[src/rtl/fcc_pkg.sv]
package fcc_pkg;
    timeunit 1ns;
    timeprecision 1ps;

    localparam int DQ_W = 8;

    localparam logic [DQ_W-1:0] OP_READ_ARRAY = 8'hFF;
    localparam logic [DQ_W-1:0] OP_READ_STAT  = 8'h70;
    localparam logic [DQ_W-1:0] OP_CLR_STAT   = 8'h50;
    localparam logic [DQ_W-1:0] OP_PROGRAM    = 8'h40;
    localparam logic [DQ_W-1:0] OP_READ_ID    = 8'h90;
    localparam logic [DQ_W-1:0] OP_SUSPEND    = 8'hB0;
    localparam logic [DQ_W-1:0] OP_RESUME     = 8'hD0;

    typedef enum logic [2:0] {
        ST_ARRAY,
        ST_STATUS,
        ST_IDENT,
        ST_PSETUP,
        ST_PBUSY
    } cmd_state_e;

    typedef enum logic [1:0] {
        SRC_ARRAY,
        SRC_STATUS,
        SRC_IDENT
    } rd_src_e;
endpackage

[src/rtl/fcc_bus_sense.sv]
module fcc_bus_sense #(
    parameter int ADDR_W = 18,
    parameter int DQ_W   = 8
) (
    input  logic              clk,
    input  logic              rst_n,
    input  logic              ce_n,
    input  logic              oe_n,
    input  logic              we_n,
    input  logic [ADDR_W-1:0] addr,
    input  logic [DQ_W-1:0]   din,
    output logic              wr_commit,
    output logic [ADDR_W-1:0] wr_addr,
    output logic [DQ_W-1:0]   wr_data,
    output logic              rd_act,
    output logic              rd_act_q,
    output logic              rd_start
);
    timeunit 1ns;
    timeprecision 1ps;

    logic wr_act;
    logic wr_act_q;

    assign wr_act = !ce_n && !we_n;
    assign rd_act = !ce_n && !oe_n;

    // A write is committed when the strobe is released; the read snapshot
    // fires when the later of the two enables has gone low.
    assign wr_commit = wr_act_q && !wr_act;
    assign rd_start  = rd_act && !rd_act_q;

    always_ff @(posedge clk or negedge rst_n) begin
        if (!rst_n) begin
            wr_act_q <= 1'b0;
            rd_act_q <= 1'b0;
            wr_addr  <= '0;
            wr_data  <= '0;
        end else begin
            wr_act_q <= wr_act;
            rd_act_q <= rd_act;
            if (wr_act) begin
                wr_addr <= addr;
                wr_data <= din;
            end
        end
    end
endmodule

[src/rtl/fcc_cmd_fsm.sv]
module fcc_cmd_fsm
    import fcc_pkg::*;
(
    input  logic            clk,
    input  logic            rst_n,
    input  logic            wr_commit,
    input  logic [DQ_W-1:0] wr_data,
    input  logic            wsm_done,
    input  logic            wsm_erasing,
    input  logic            susp_flag,
    output rd_src_e         rd_src,
    output logic            prog_active,
    output logic            start_req,
    output logic            susp_req,
    output logic            resume_req,
    output logic            clr_req
);
    timeunit 1ns;
    timeprecision 1ps;

    cmd_state_e state_q;
    cmd_state_e state_d;
    logic       cmd_slot;

    function automatic cmd_state_e decode_op(input logic [DQ_W-1:0] op,
                                             input cmd_state_e       cur,
                                             input logic             susp);
        cmd_state_e nxt;
        case (op)
            OP_READ_ARRAY: nxt = ST_ARRAY;
            OP_READ_STAT:  nxt = ST_STATUS;
            OP_READ_ID:    nxt = ST_IDENT;
            OP_PROGRAM:    nxt = ST_PSETUP;
            OP_CLR_STAT:   nxt = cur;
            OP_SUSPEND:    nxt = ST_STATUS;
            OP_RESUME:     nxt = susp ? ST_STATUS : cur;
            default:       nxt = ST_ARRAY;
        endcase
        return nxt;
    endfunction

    // State register
    always_ff @(posedge clk or negedge rst_n) begin
        if (!rst_n) state_q <= ST_ARRAY;
        else        state_q <= state_d;
    end

    // Next-state logic
    always_comb begin
        state_d = state_q;
        unique case (state_q)
            ST_ARRAY, ST_STATUS, ST_IDENT: begin
                if (wr_commit) state_d = decode_op(wr_data, state_q, susp_flag);
            end
            ST_PSETUP: begin
                if (wr_commit) state_d = ST_PBUSY;
            end
            ST_PBUSY: begin
                if (wsm_done) state_d = ST_STATUS;
            end
            default: state_d = ST_ARRAY;
        endcase
    end

    // Output logic
    always_comb begin
        cmd_slot    = wr_commit && (state_q == ST_ARRAY || state_q == ST_STATUS ||
                                    state_q == ST_IDENT);
        start_req   = wr_commit && (state_q == ST_PSETUP);
        susp_req    = cmd_slot && (wr_data == OP_SUSPEND) && wsm_erasing && !susp_flag;
        resume_req  = cmd_slot && (wr_data == OP_RESUME) && susp_flag;
        clr_req     = cmd_slot && (wr_data == OP_CLR_STAT);
        prog_active = (state_q == ST_PBUSY);
        unique case (state_q)
            ST_ARRAY: rd_src = SRC_ARRAY;
            ST_IDENT: rd_src = SRC_IDENT;
            default:  rd_src = SRC_STATUS;
        endcase
    end


    start_to_busy_chk: assert property (@(posedge clk) disable iff (!rst_n)
        start_req |=> (state_q == ST_PBUSY));


    single_req_chk: assert property (@(posedge clk) disable iff (!rst_n)
        $onehot0({start_req, susp_req, resume_req, clr_req}));


    busy_hold_chk: assert property (@(posedge clk) disable iff (!rst_n)
        (state_q == ST_PBUSY && !wsm_done) |=> (state_q == ST_PBUSY));


    done_to_status_chk: assert property (@(posedge clk) disable iff (!rst_n)
        (state_q == ST_PBUSY && wsm_done) |=> (state_q == ST_STATUS));
endmodule

[src/rtl/fcc_status_reg.sv]
module fcc_status_reg
    import fcc_pkg::*;
(
    input  logic            clk,
    input  logic            rst_n,
    input  logic            wsm_busy,
    input  logic            prog_active,
    input  logic            wsm_vpp_err,
    input  logic            wsm_prog_fail,
    input  logic            wsm_erase_fail,
    input  logic            clr_req,
    input  logic            susp_req,
    input  logic            resume_req,
    input  logic            rd_act,
    input  logic            rd_act_q,
    input  logic            rd_start,
    output logic            susp_flag,
    output logic [DQ_W-1:0] snap
);
    timeunit 1ns;
    timeprecision 1ps;

    logic [2:0]      sticky_q;
    logic [2:0]      sticky_set;
    logic [DQ_W-1:0] live;
    logic            ready;

    assign sticky_set = {wsm_erase_fail, wsm_prog_fail, wsm_vpp_err};
    assign ready      = !wsm_busy && !prog_active;
    assign live       = {ready, susp_flag, sticky_q, 3'b000};

    always_ff @(posedge clk or negedge rst_n) begin
        if (!rst_n) begin
            sticky_q  <= '0;
            susp_flag <= 1'b0;
            snap      <= 8'h80;
        end else begin
            sticky_q <= (clr_req ? 3'b000 : sticky_q) | sticky_set;
            if (susp_req)        susp_flag <= 1'b1;
            else if (resume_req) susp_flag <= 1'b0;
            if (rd_start) snap <= live;
        end
    end


    sticky_hold_chk: assert property (@(posedge clk) disable iff (!rst_n)
        !clr_req |=> ((sticky_q & $past(sticky_q)) == $past(sticky_q)));


    snap_hold_chk: assert property (@(posedge clk) disable iff (!rst_n)
        (rd_act && rd_act_q) |=> $stable(snap));


    suspend_flag_chk: assert property (@(posedge clk) disable iff (!rst_n)
        susp_req |=> susp_flag);


    resume_flag_chk: assert property (@(posedge clk) disable iff (!rst_n)
        resume_req |=> !susp_flag);
endmodule

[src/rtl/flash_cmd_ctrl.sv]
module flash_cmd_ctrl
    import fcc_pkg::*;
#(
    parameter int              ADDR_W   = 18,
    parameter logic [DQ_W-1:0] MFR_CODE = 8'hA5,
    parameter logic [DQ_W-1:0] DEV_CODE = 8'h3C
) (
    input  logic              clk,
    input  logic              rst_n,
    input  logic              ce_n,
    input  logic              oe_n,
    input  logic              we_n,
    input  logic [ADDR_W-1:0] addr,
    input  logic [DQ_W-1:0]   din,
    output logic [DQ_W-1:0]   dout,
    input  logic [DQ_W-1:0]   arr_rdata,
    output logic              wsm_start,
    output logic [ADDR_W-1:0] wsm_addr,
    output logic [DQ_W-1:0]   wsm_data,
    output logic              wsm_suspend,
    output logic              wsm_resume,
    input  logic              wsm_busy,
    input  logic              wsm_done,
    input  logic              wsm_erasing,
    input  logic              wsm_vpp_err,
    input  logic              wsm_prog_fail,
    input  logic              wsm_erase_fail
);
    timeunit 1ns;
    timeprecision 1ps;

    logic            wr_commit;
    logic            rd_act;
    logic            rd_act_q;
    logic            rd_start;
    logic [DQ_W-1:0] wr_data;
    rd_src_e         rd_src;
    logic            prog_active;
    logic            clr_req;
    logic            susp_flag;
    logic [DQ_W-1:0] snap;

    fcc_bus_sense #(.ADDR_W(ADDR_W), .DQ_W(DQ_W)) u_sense (
        .clk       (clk),
        .rst_n     (rst_n),
        .ce_n      (ce_n),
        .oe_n      (oe_n),
        .we_n      (we_n),
        .addr      (addr),
        .din       (din),
        .wr_commit (wr_commit),
        .wr_addr   (wsm_addr),
        .wr_data   (wr_data),
        .rd_act    (rd_act),
        .rd_act_q  (rd_act_q),
        .rd_start  (rd_start)
    );

    fcc_cmd_fsm u_fsm (
        .clk         (clk),
        .rst_n       (rst_n),
        .wr_commit   (wr_commit),
        .wr_data     (wr_data),
        .wsm_done    (wsm_done),
        .wsm_erasing (wsm_erasing),
        .susp_flag   (susp_flag),
        .rd_src      (rd_src),
        .prog_active (prog_active),
        .start_req   (wsm_start),
        .susp_req    (wsm_suspend),
        .resume_req  (wsm_resume),
        .clr_req     (clr_req)
    );

    fcc_status_reg u_status (
        .clk            (clk),
        .rst_n          (rst_n),
        .wsm_busy       (wsm_busy),
        .prog_active    (prog_active),
        .wsm_vpp_err    (wsm_vpp_err),
        .wsm_prog_fail  (wsm_prog_fail),
        .wsm_erase_fail (wsm_erase_fail),
        .clr_req        (clr_req),
        .susp_req       (wsm_suspend),
        .resume_req     (wsm_resume),
        .rd_act         (rd_act),
        .rd_act_q       (rd_act_q),
        .rd_start       (rd_start),
        .susp_flag      (susp_flag),
        .snap           (snap)
    );

    assign wsm_data = wr_data;

    always_comb begin
        unique case (rd_src)
            SRC_ARRAY: dout = arr_rdata;
            SRC_IDENT: dout = addr[0] ? DEV_CODE : MFR_CODE;
            default:   dout = snap;
        endcase
    end


    busy_not_ready_chk: assert property (@(posedge clk) disable iff (!rst_n)
        (prog_active && rd_start) |=> !snap[7]);
endmodule

[config.mk]
export PLATFORM = sky130hd
export DESIGN_NAME = flash_cmd_ctrl
export DESIGN_NICKNAME = d
export VERILOG_FILES = /design/src/rtl/fcc_pkg.sv /design/src/rtl/fcc_bus_sense.sv /design/src/rtl/fcc_cmd_fsm.sv /design/src/rtl/fcc_status_reg.sv /design/src/rtl/flash_cmd_ctrl.sv
export SDC_FILE = /design/constraint.sdc
export NUM_CORES = 1
export LEC_CHECK = 0
export BUFFER_PORTS_ARGS = -buffer_cell sky130_fd_sc_hd__clkbuf_2
export CAP_MARGIN = 20
export CORE_MARGIN = 4
export CORE_UTILIZATION = 30
export CTS_CLUSTER_DIAMETER = 100
export DETAILED_ROUTE_END_ITERATION = 16
export PLACE_DENSITY_LB_ADDON = 0.1
export REMOVE_ABC_BUFFERS = 1
export SLEW_MARGIN = 5
export SYNTH_ARGS = -nofsm -noshare
export SYNTH_HDL_FRONTEND = slang
export SYNTH_SLANG_ARGS = --single-unit
[constraint.sdc]
create_clock -name clk -period 3.5 [get_ports clk]
set_input_delay 0.7 -clock clk [delete_from_list [all_inputs] [get_ports clk]]
set_output_delay 0.7 -clock clk [all_outputs]
set_load 0.05 [all_outputs]
==> flow_summary.ini <==
[synthesis]
synth.avg_cell_area_um2 = 12.1
synth_edf_count = 0
ys.warnings.count = 0
syn_inst = 150
synth-seq-cells = 40
synthArstFlopShare_pct = 100
synthFlopType = dfrtp_1
ys_seq_area_share_pct = 55.4
netlist_area_um2 = 1810
synth_cell_types = 33

[power]
p_leak_nw = 1.13
ir_worst_vdd_v = 0.000220
p_per_area_nw_per_um2 = 557

[cts]
cts_made_buffers = 5
insertion_delay_ns = 0.29
cts_tree = done
postCtsSetupBuffers = 0
root_buffer = clkbuf_8
clockBufferDepth = 2
clkSlewWorstSetupHoldPaths_ns = 0.08
cts-resized-gates = 0
cts_hold_buf = 0
htree_levels = 2
cts_sinks = 40

[worst_setup_path]
critPathRequiredTime_ns = 2.80
reg2reg_from = u_fsm.state_q[2]
startpoint = u_fsm.state_q[2]
worstSetupStartpointType = flop
path_class = reg -> out
end_kind = primary output
critical_path_peak_fanout = 6
crit_arrival_ns = 2.05

[route]
route.detailed.drc = 0
vias = 1457
firstDrtPassIters = 4
initialDrtViolationCount = 64
viasPerCell = 4.72
routedWlPerCell_um = 14.0
drtAntennaViolNets = 0
routed_wl_um = 4310

[placed_design]
place_congestion = 0.827
port_buffers = 81
pre_cts_ws_ns = 0.955
dp_hpwl_um = 3190

[min_path]
hp-class = in -> async

[sta]
fin_skew_ns = 0.00352
hold_viol = 0
finalSetupTns_ns = 0
maxSlewHeadroom_pct = 40.8
slew_violations = 0
fin_crit_sh_pct = 78.7
finalCriticalPeriod_ns = 2.75
rsz0062_at_grt = false
max_freq_mhz = 363
worst_slack_ns = 0.747
tightestPinTransition_ns = 0.881
setup_viol = 0

[floorplanning]
dieWidth_um = 85.6
fp.dieH_um = 85.6
io_pins = 82
dieArea_um2 = 7330
initial_core_util_pct = 30.7
row_count = 28
core_um2 = 5890

[final_layout]
diodes = 0
area_growth_pct = 34.4
fin_nets = 278
drive_gt1_share_pct = 53.8
layout_commonest_cell = clkbuf_2
postLayoutCoreUtil_pct = 41.3
final_cell_mix = 81 x clkbuf_2, 39 x dfrtp_1, 31 x mux2_2, 14 x nand2_1, 8 x nor2_1

[global_routing]
antenna_found_initial = 0
grt_overflow = 0
grt_start_max_net_pins = 41
track_usage_pct = 12.7
grt_pass1_vias = 1533
grt_pass1_wl_um = 7300

[run]
cap_viol_max_count = 0

[run_status]
status = finished clean
## layer usage
metal	vias to the layer above	GRT usage, %	routed length [um]
li1	699	-	-
met1	690	15.6	1830
met2	60	20.8	2040
met3	8	3.94	373
met4	0	4.75	65
met5	-	0	0
## cell families (layout without fill, tap and decap cells)
kind of cell,count (synthesis),after routing,share of synthesized area [%]
DFF,40,40,55.4
and+or+nand+nor,39,39,11.8
muxes,35,35,21.5
AOI/OAI and AO/OA,24,24,8.24
buffers and inverters,11,95,2.56
xor gates and xnor gates,1,1,0.485
## report_power, final
| part | total [mW] | internal, mW | leakage [nW] | switching (mW) |
|---|---|---|---|---|
| sequential | 0.555 | 0.512 | 0.453 | 0.0431 |
| clock | 0.412 | 0.252 | 0.0645 | 0.161 |
| combinational | 0.386 | 0.113 | 0.611 | 0.273 |
| total | 1.35 | 0.876 | 1.13 | 0.476 |
## final timing paths
kind,end,slack (ns),cells past startpoint
worst max-delay path,wsm_suspend,0.75,5
worst min-delay path,u_status.snap[6],0.28,1
worst max register to register,u_status.sticky_q[0],1.69,4
worst min register to register,u_status.sticky_q[2],0.48,1
max in group asynchronous,u_fsm.state_q[1],2.76,2
min in group clk,u_status.sticky_q[2],0.48,1
## synthesized netlist by cell type, types with 2 or more instances
master / instances / area share (%)
o31ai_1: 2 / 0.83
nor2b_1: 2 / 0.69
nor3_1: 2 / 0.55
nor2_1: 8 / 1.7
a21o_1: 4 / 1.7
o21ai_1: 3 / 0.83
mux2_2: 31 / 19
o21ai_0: 7 / 1.9
buf_2: 3 / 0.83
dfrtp_1: 39 / 54
inv_1: 4 / 0.83
clkbuf_1: 3 / 0.62
mux2i_1: 4 / 2.2
nor3b_1: 3 / 1.2
nand2_1: 14 / 2.9
a21oi_1: 3 / 0.83
or4b_1: 2 / 1.1
## worst max-delay path, stage by stage, from the launching register on
cell	delay (ns)
dfrtp_1	0.43
or4b_1	0.54
nor3_2	0.26
nand2_1	0.13
nor2_1	0.12
clkbuf_2	0.28
## flip-flops by register name, summed over array words and instances (netlist names)
| register | count |
|---|---|
| u_sense.wr_addr | 18 |
| u_status.susp_flag | 1 |
| u_status.sticky_q | 3 |
| u_sense.rd_act_q | 1 |
| u_sense.wr_act_q | 1 |
| u_status.snap | 5 |
| u_sense.wr_data | 8 |
| u_fsm.state_q | 3 |
## cell type report
class | count | area [um^2]
repair buffers | 83 | 433
clock inverters | 1 | 30.0
inverters | 4 | 15.0
clock buffers | 7 | 96.3
well taps | 75 | 93.8
flip-flops and latches | 40 | 1000
multi-input cells | 99 | 759
fillers | 608 | 3460
## per-stage QoR
stage | std cells | hold WS, ns | power [mW] | cell area (um^2)
floorplan | 143 | 0.404 | 0.836 | 1780
CTS | 308 | 0.484 | 1.37 | 2410
global route | 309 | 0.283 | 1.43 | 2430
finish | 309 | 0.277 | 1.35 | 2430
detailed placement | 300 | 0.467 | 0.952 | 2280
global placement | 300 | 0.464 | 0.951 | 2280
No activity file was read; power rests on OpenSTA's default activity.
